`src/rtl/bcd_timer_pkg.sv`:
```
package bcd_timer_pkg;
  localparam int NUM_DIGITS = 4;
  localparam int DIG_W      = 4;
  localparam int ONES_TW    = 4;
  localparam int TENS_TW    = 3;
  localparam int PAIR_TW    = ONES_TW + TENS_TW;
  localparam int TGT_W      = 2 * PAIR_TW;

  localparam logic [DIG_W-1:0] ONES_MAX = 4'd9;
  localparam logic [DIG_W-1:0] TENS_MAX = 4'd5;

  typedef logic [NUM_DIGITS-1:0][DIG_W-1:0] digit_vec_t;

  // digit index: 0 sec ones, 1 sec tens, 2 min ones, 3 min tens
  function automatic int field_off(int i);
    return (i / 2) * PAIR_TW + (i % 2) * ONES_TW;
  endfunction

  function automatic int field_w(int i);
    return (i % 2 == 1) ? TENS_TW : ONES_TW;
  endfunction

  function automatic logic [DIG_W-1:0] digit_max(int i);
    return (i % 2 == 1) ? TENS_MAX : ONES_MAX;
  endfunction
endpackage

```
`src/rtl/bcd_target_clamp.sv`:
```
module bcd_target_clamp
  import bcd_timer_pkg::*;
(
  input  logic [TGT_W-1:0] target_raw,
  output digit_vec_t       tgt_digits
);
  for (genvar i = 0; i < NUM_DIGITS; i++) begin : g_field
    localparam int          OFF  = field_off(i);
    localparam int          W    = field_w(i);
    localparam logic [DIG_W-1:0] LIM = digit_max(i);
    logic [W-1:0]     raw;
    logic [DIG_W-1:0] wide;
    assign raw  = target_raw[OFF +: W];
    assign wide = DIG_W'(raw);
    assign tgt_digits[i] = (wide > LIM) ? LIM : wide;
  end
endmodule

```
`src/rtl/bcd_digit_cell.sv`:
```
module bcd_digit_cell #(
  parameter int               W         = 4,
  parameter logic [W-1:0]     MAX       = 4'd9,
  parameter bit               SATURATE  = 1'b0
) (
  input  logic         clk,
  input  logic         rst_n,
  input  logic         clear,
  input  logic         step,
  output logic [W-1:0] q
);
  always_ff @(posedge clk) begin
    if (!rst_n || clear) begin
      q <= '0;
    end else if (step) begin
      if (q == MAX) q <= SATURATE ? q : '0;
      else          q <= q + W'(1);
    end
  end
endmodule

```
`src/rtl/bcd_match_reg.sv`:
```
module bcd_match_reg
  import bcd_timer_pkg::*;
(
  input  logic       clk,
  input  logic       rst_n,
  input  logic       clear,
  input  digit_vec_t count_digits,
  input  digit_vec_t tgt_digits,
  output logic       equal_now,
  output logic       done
);
  assign equal_now = (count_digits == tgt_digits);

  always_ff @(posedge clk) begin
    if (!rst_n || clear) done <= 1'b0;
    else if (equal_now)  done <= 1'b1;
  end
endmodule

```
`src/rtl/bcd_display_mux.sv`:
```
module bcd_display_mux
  import bcd_timer_pkg::*;
(
  input  logic             done,
  input  digit_vec_t       count_digits,
  input  digit_vec_t       tgt_digits,
  output digit_vec_t       columns,
  output logic [TGT_W-1:0] echo
);
  logic [TGT_W-1:0] packed_tgt;

  for (genvar i = 0; i < NUM_DIGITS; i++) begin : g_pack
    localparam int OFF = field_off(i);
    localparam int W   = field_w(i);
    assign packed_tgt[OFF +: W] = tgt_digits[i][W-1:0];
    assign columns[i] = done ? {DIG_W{1'b1}} : count_digits[i];
  end

  assign echo = done ? {TGT_W{1'b1}} : packed_tgt;
endmodule

```
`src/rtl/bcd_upcount_timer.sv`:
```
module bcd_upcount_timer
  import bcd_timer_pkg::*;
(
  input  logic             clk,
  input  logic             rst_n,
  input  logic             start,
  input  logic             tick,
  input  logic [TGT_W-1:0] target,
  output logic [DIG_W-1:0] col_min_tens,
  output logic [DIG_W-1:0] col_min_ones,
  output logic [DIG_W-1:0] col_sec_tens,
  output logic [DIG_W-1:0] col_sec_ones,
  output logic [TGT_W-1:0] target_echo,
  output logic             done
);
  digit_vec_t            tgt_digits;
  digit_vec_t            count_q;
  digit_vec_t            columns;
  logic [NUM_DIGITS-1:0] step;
  logic [NUM_DIGITS-1:0] at_max;
  logic                  equal_now;
  logic                  hold;

  bcd_target_clamp u_clamp (
    .target_raw (target),
    .tgt_digits (tgt_digits)
  );

  assign hold    = equal_now || done || (&at_max);
  assign step[0] = tick && !hold;

  for (genvar i = 0; i < NUM_DIGITS; i++) begin : g_digit
    assign at_max[i] = (count_q[i] == digit_max(i));
    bcd_digit_cell #(
      .W        (DIG_W),
      .MAX      (digit_max(i)),
      .SATURATE (i == NUM_DIGITS - 1)
    ) u_cell (
      .clk   (clk),
      .rst_n (rst_n),
      .clear (start),
      .step  (step[i]),
      .q     (count_q[i])
    );
    if (i < NUM_DIGITS - 1) begin : g_carry
      assign step[i+1] = step[i] && at_max[i];
    end
  end

  bcd_match_reg u_match (
    .clk          (clk),
    .rst_n        (rst_n),
    .clear        (start),
    .count_digits (count_q),
    .tgt_digits   (tgt_digits),
    .equal_now    (equal_now),
    .done         (done)
  );

  bcd_display_mux u_disp (
    .done         (done),
    .count_digits (count_q),
    .tgt_digits   (tgt_digits),
    .columns      (columns),
    .echo         (target_echo)
  );

  assign col_sec_ones = columns[0];
  assign col_sec_tens = columns[1];
  assign col_min_ones = columns[2];
  assign col_min_tens = columns[3];
endmodule

```
`config.mk`:
```
export PLATFORM = sky130hd
export DESIGN_NAME = bcd_upcount_timer
export DESIGN_NICKNAME = d
export VERILOG_FILES = /design/src/rtl/bcd_timer_pkg.sv /design/src/rtl/bcd_target_clamp.sv /design/src/rtl/bcd_digit_cell.sv /design/src/rtl/bcd_match_reg.sv /design/src/rtl/bcd_display_mux.sv /design/src/rtl/bcd_upcount_timer.sv
export SDC_FILE = /design/constraint.sdc
export NUM_CORES = 1
export LEC_CHECK = 0
export BUFFER_PORTS_ARGS = -buffer_cell sky130_fd_sc_hd__buf_2
export CORE_MARGIN = 5
export CORE_UTILIZATION = 35
export CTS_CLUSTER_DIAMETER = 80
export DETAILED_ROUTE_END_ITERATION = 8
export MAX_ROUTING_LAYER = met4
export PLACE_DENSITY = 0.59
export SLEW_MARGIN = 20
export SYNTH_ARGS = -nofsm -noshare
export SYNTH_HDL_FRONTEND = slang
export SYNTH_SLANG_ARGS = --single-unit
```
`constraint.sdc`:
```
create_clock -name clk -period 2.2 [get_ports clk]
set_input_delay 0.22 -clock clk [delete_from_list [all_inputs] [get_ports clk]]
set_output_delay 0.22 -clock clk [all_outputs]
set_load 0.05 [all_outputs]
```
==> results_dict.tcl <==
set metrics [dict create \
    status "finished, final reports clean" \
    antenna_cells 0 \
    route.detailed.drc 0 \
    min-delay-start "start" \
    synth_enable_flop_cells 0 \
    die_w_um 75.33 \
    setup_tns_ns 0 \
    yosys-top-cells-area "dfxtp_1 (23%), or2_2 (9.2%), o31ai_1 (5.5%)" \
    final-hold-violation-count 0 \
    maxSlewViolCount 0 \
    rr_startpoint "g_digit[2].u_cell.q[0]$_SDFFE_PP0P_" \
    final_cell_mix "buf_2 (48), or2_2 (22), dfxtp_1 (16), nand2b_1 (13), nand2_1 (12)" \
    antenna_found_initial 0 \
    max_cap_violations 0 \
    synth_cell_types 48 \
    drive_gt1_share_pct 38.24 \
    finalWirelength_um 3905 \
    cts_root_buf "clkbuf_8" \
    num_rows 23 \
    cp-end-kind "flop" \
    p_per_area_nw_per_um2 382.4 \
    clk_pin_slew_ns 0.07 \
    area_growth_pct 23.03 \
    ys_seq_area_share_pct 22.78 \
    grt_start_max_net_pins 33 \
    yosys.area.top_type_share_pct 22.78 \
    vias 1528 \
    final_common_cell "buf_2" \
    finalNetCount 259 \
    yosysWarnings 0 \
    gp_congestion 0.7890 \
    fmax_ghz 0.4896 \
    cp.required_ns 2.34 \
    wire_per_inst_um 13.56 \
    cts-htree-levels 1 \
    firstDrtPassIters 4 \
    min_path_cells 4 \
    portBuffers 48 \
    ios 49 \
    grtUsageTotal_pct 14.96 \
    hold_end "g_digit[0].u_cell.q[0]$_SDFFE_PP0N_" \
    maxSlewHeadroom_pct 66.46 \
    crit_arrival_ns 2.19 \
    drt_iter0_markers 84 \
    max-vdd-ir-drop_uv 159.4 \
    hpwl_um 3042 \
    critPathMaxFanout 26 \
    stdcell_count 288 \
    syn_nets 211 \
    worstSetupPathType "reg -> reg" \
    skew_ns 0.001457 \
    grt_pass1_vias 1339 \
    postCtsSetupBuffers 0 \
    fill_cells 436 \
    worst_r2r_endpoint "g_digit[2].u_cell.q[3]$_SDFFE_PP0P_" \
    cts_buffers 3 \
    dp_cells 284 \
    hold_class "in -> reg" \
    setup_viol_count_final 0 \
    leakage_nw 0.8885 \
    grt_pass1_wl_um 6423 \
    start_kind "flop" \
    rsz0062_at_grt "false" \
    core_um2 4058 \
    hold-worst-slack_ns 0.4038 \
    via_per_inst 5.306 \
    cts_tree "built" \
    synth.avg_cell_area_um2 7.822 \
    synth_ff_type "dfxtp_1" \
    clock_latency_ns 0.25 \
    post-route-min-period_ns 2.042 \
    worst_pin_slew_ns 0.5031 \
    cts_sinks 17 \
    clockBufferDepth 2 \
    antenna_left 0 \
    ff2ff_setup_slack_ns 0.16 \
    synth_seq_cells 17 \
    synthCells 191 \
    reg2reg_depth 7 \
    synth_largest_area_cell "dfxtp_1" \
    ys_async_sr_fraction_pct 0 \
    netlist_area_um2 1494 \
    die_height_um 75.33 \
    overflow 0 \
    start_util_pct 36.82 \
    dieArea_um2 5675 \
    total_power_uw 702.9 \
    timing.final.crit_share_pct 92.83 \
]
[report_power, final]
group / switching [mW] / internal (mW)
combinational: 0.106 / 0.0502
clock: 0.111 / 0.126
sequential: 0.000922 / 0.309
total: 0.218 / 0.485
[sequential cells by signal, summed over array words and instances (netlist names)]
name              cells
u_match.done          1
g_digit.u_cell.q     16
[logic make-up (layout without fill, tap and decap cells)]
kind of cell / after synthesis / in the layout / synth area share (%)
xor+xnor: 11 / 11 / 6.449
simple gates: 95 / 95 / 39.28
fa+ha+maj: 2 / 2 / 1.675
mux: 1 / 1 / 0.6700
compound gates: 46 / 46 / 21.44
flops: 17 / 17 / 22.78
buf+inv: 19 / 66 / 7.704
[repair_timing]
item	4_1_cts	5_1_grt
hold buffers	0	0
resized for setup	0	3
setup endpoints to repair	0	12
[critical path: stages (launching register included)]
cell     delay [ns]
dfxtp_1        0.40
or4_1          0.54
a31oi_1        0.16
a21o_1         0.14
and4_1         0.23
buf_12         0.17
nor3b_1        0.06
o221a_1        0.22
[routing by layer]
metal,track usage (%),up-vias,part of all wire [%]
li1,-,789,-
met1,21.59,695,49
met2,22.44,42,43
met3,2.375,2,7.3
met4,2.330,0,0.56
met5,-,-,0
[per-stage QoR]
stage | setup WS, ns | util (%) | instance area (um2)
2_1_floorplan | 0.1863 | - | 1494
3_3_place_gp | 0.1089 | 43.97 | 1784
3_5_place_dp | 0.08987 | 43.97 | 1784
4_1_cts | 0.1308 | 45.11 | 1831
5_1_grt | 0.009806 | 45.30 | 1838
6_report | 0.1576 | 45.30 | 1838
[cell usage after synthesis (3+ instances only)]
cell type	number
clkbuf_1	9
nor2b_1	3
buf_2	3
o31ai_1	11
xor2_1	9
nand2b_1	13
nand2_1	12
inv_1	4
o21ai_0	6
a21o_1	3
a21oi_1	11
or2_2	22
nand3_1	7
nor2_1	6
dfxtp_1	17
or4_1	9
[final cells by class]
class	count	area, um2	share of cell area [%]
multi-input cells	155	1045	56.84
flip-flops and latches	17	341.6	18.58
repair buffers	58	327.8	17.84
well taps	50	62.56	3.404
clock buffers	3	41.29	2.246
inverters	4	15.01	0.8169
clock inverters	1	5.005	0.2723
[worst max path at each step]
stage | from | cells after the start | slack (ns) | to
4_1_cts | g_digit[3].u_cell.q[3]$_SDFFE_PP0P_ | 7 | 0.13 | g_digit[2].u_cell.q[3]$_SDFFE_PP0P_
6_report | g_digit[2].u_cell.q[0]$_SDFFE_PP0P_ | 7 | 0.16 | g_digit[2].u_cell.q[3]$_SDFFE_PP0P_
5_1_grt | g_digit[0].u_cell.q[2]$_SDFFE_PP0N_ | 5 | 0.01 | g_digit[3].u_cell.q[0]$_SDFFE_PP0P_
3_5_place_dp | target[1] | 8 | 0.09 | g_digit[2].u_cell.q[3]$_SDFFE_PP0P_
3_3_place_gp | target[1] | 8 | 0.11 | g_digit[2].u_cell.q[3]$_SDFFE_PP0P_
2_1_floorplan | g_digit[2].u_cell.q[0]$_SDFFE_PP0P_ | 10 | 0.19 | g_digit[0].u_cell.q[0]$_SDFFE_PP0N_
Power figures use the tool's default switching activity.
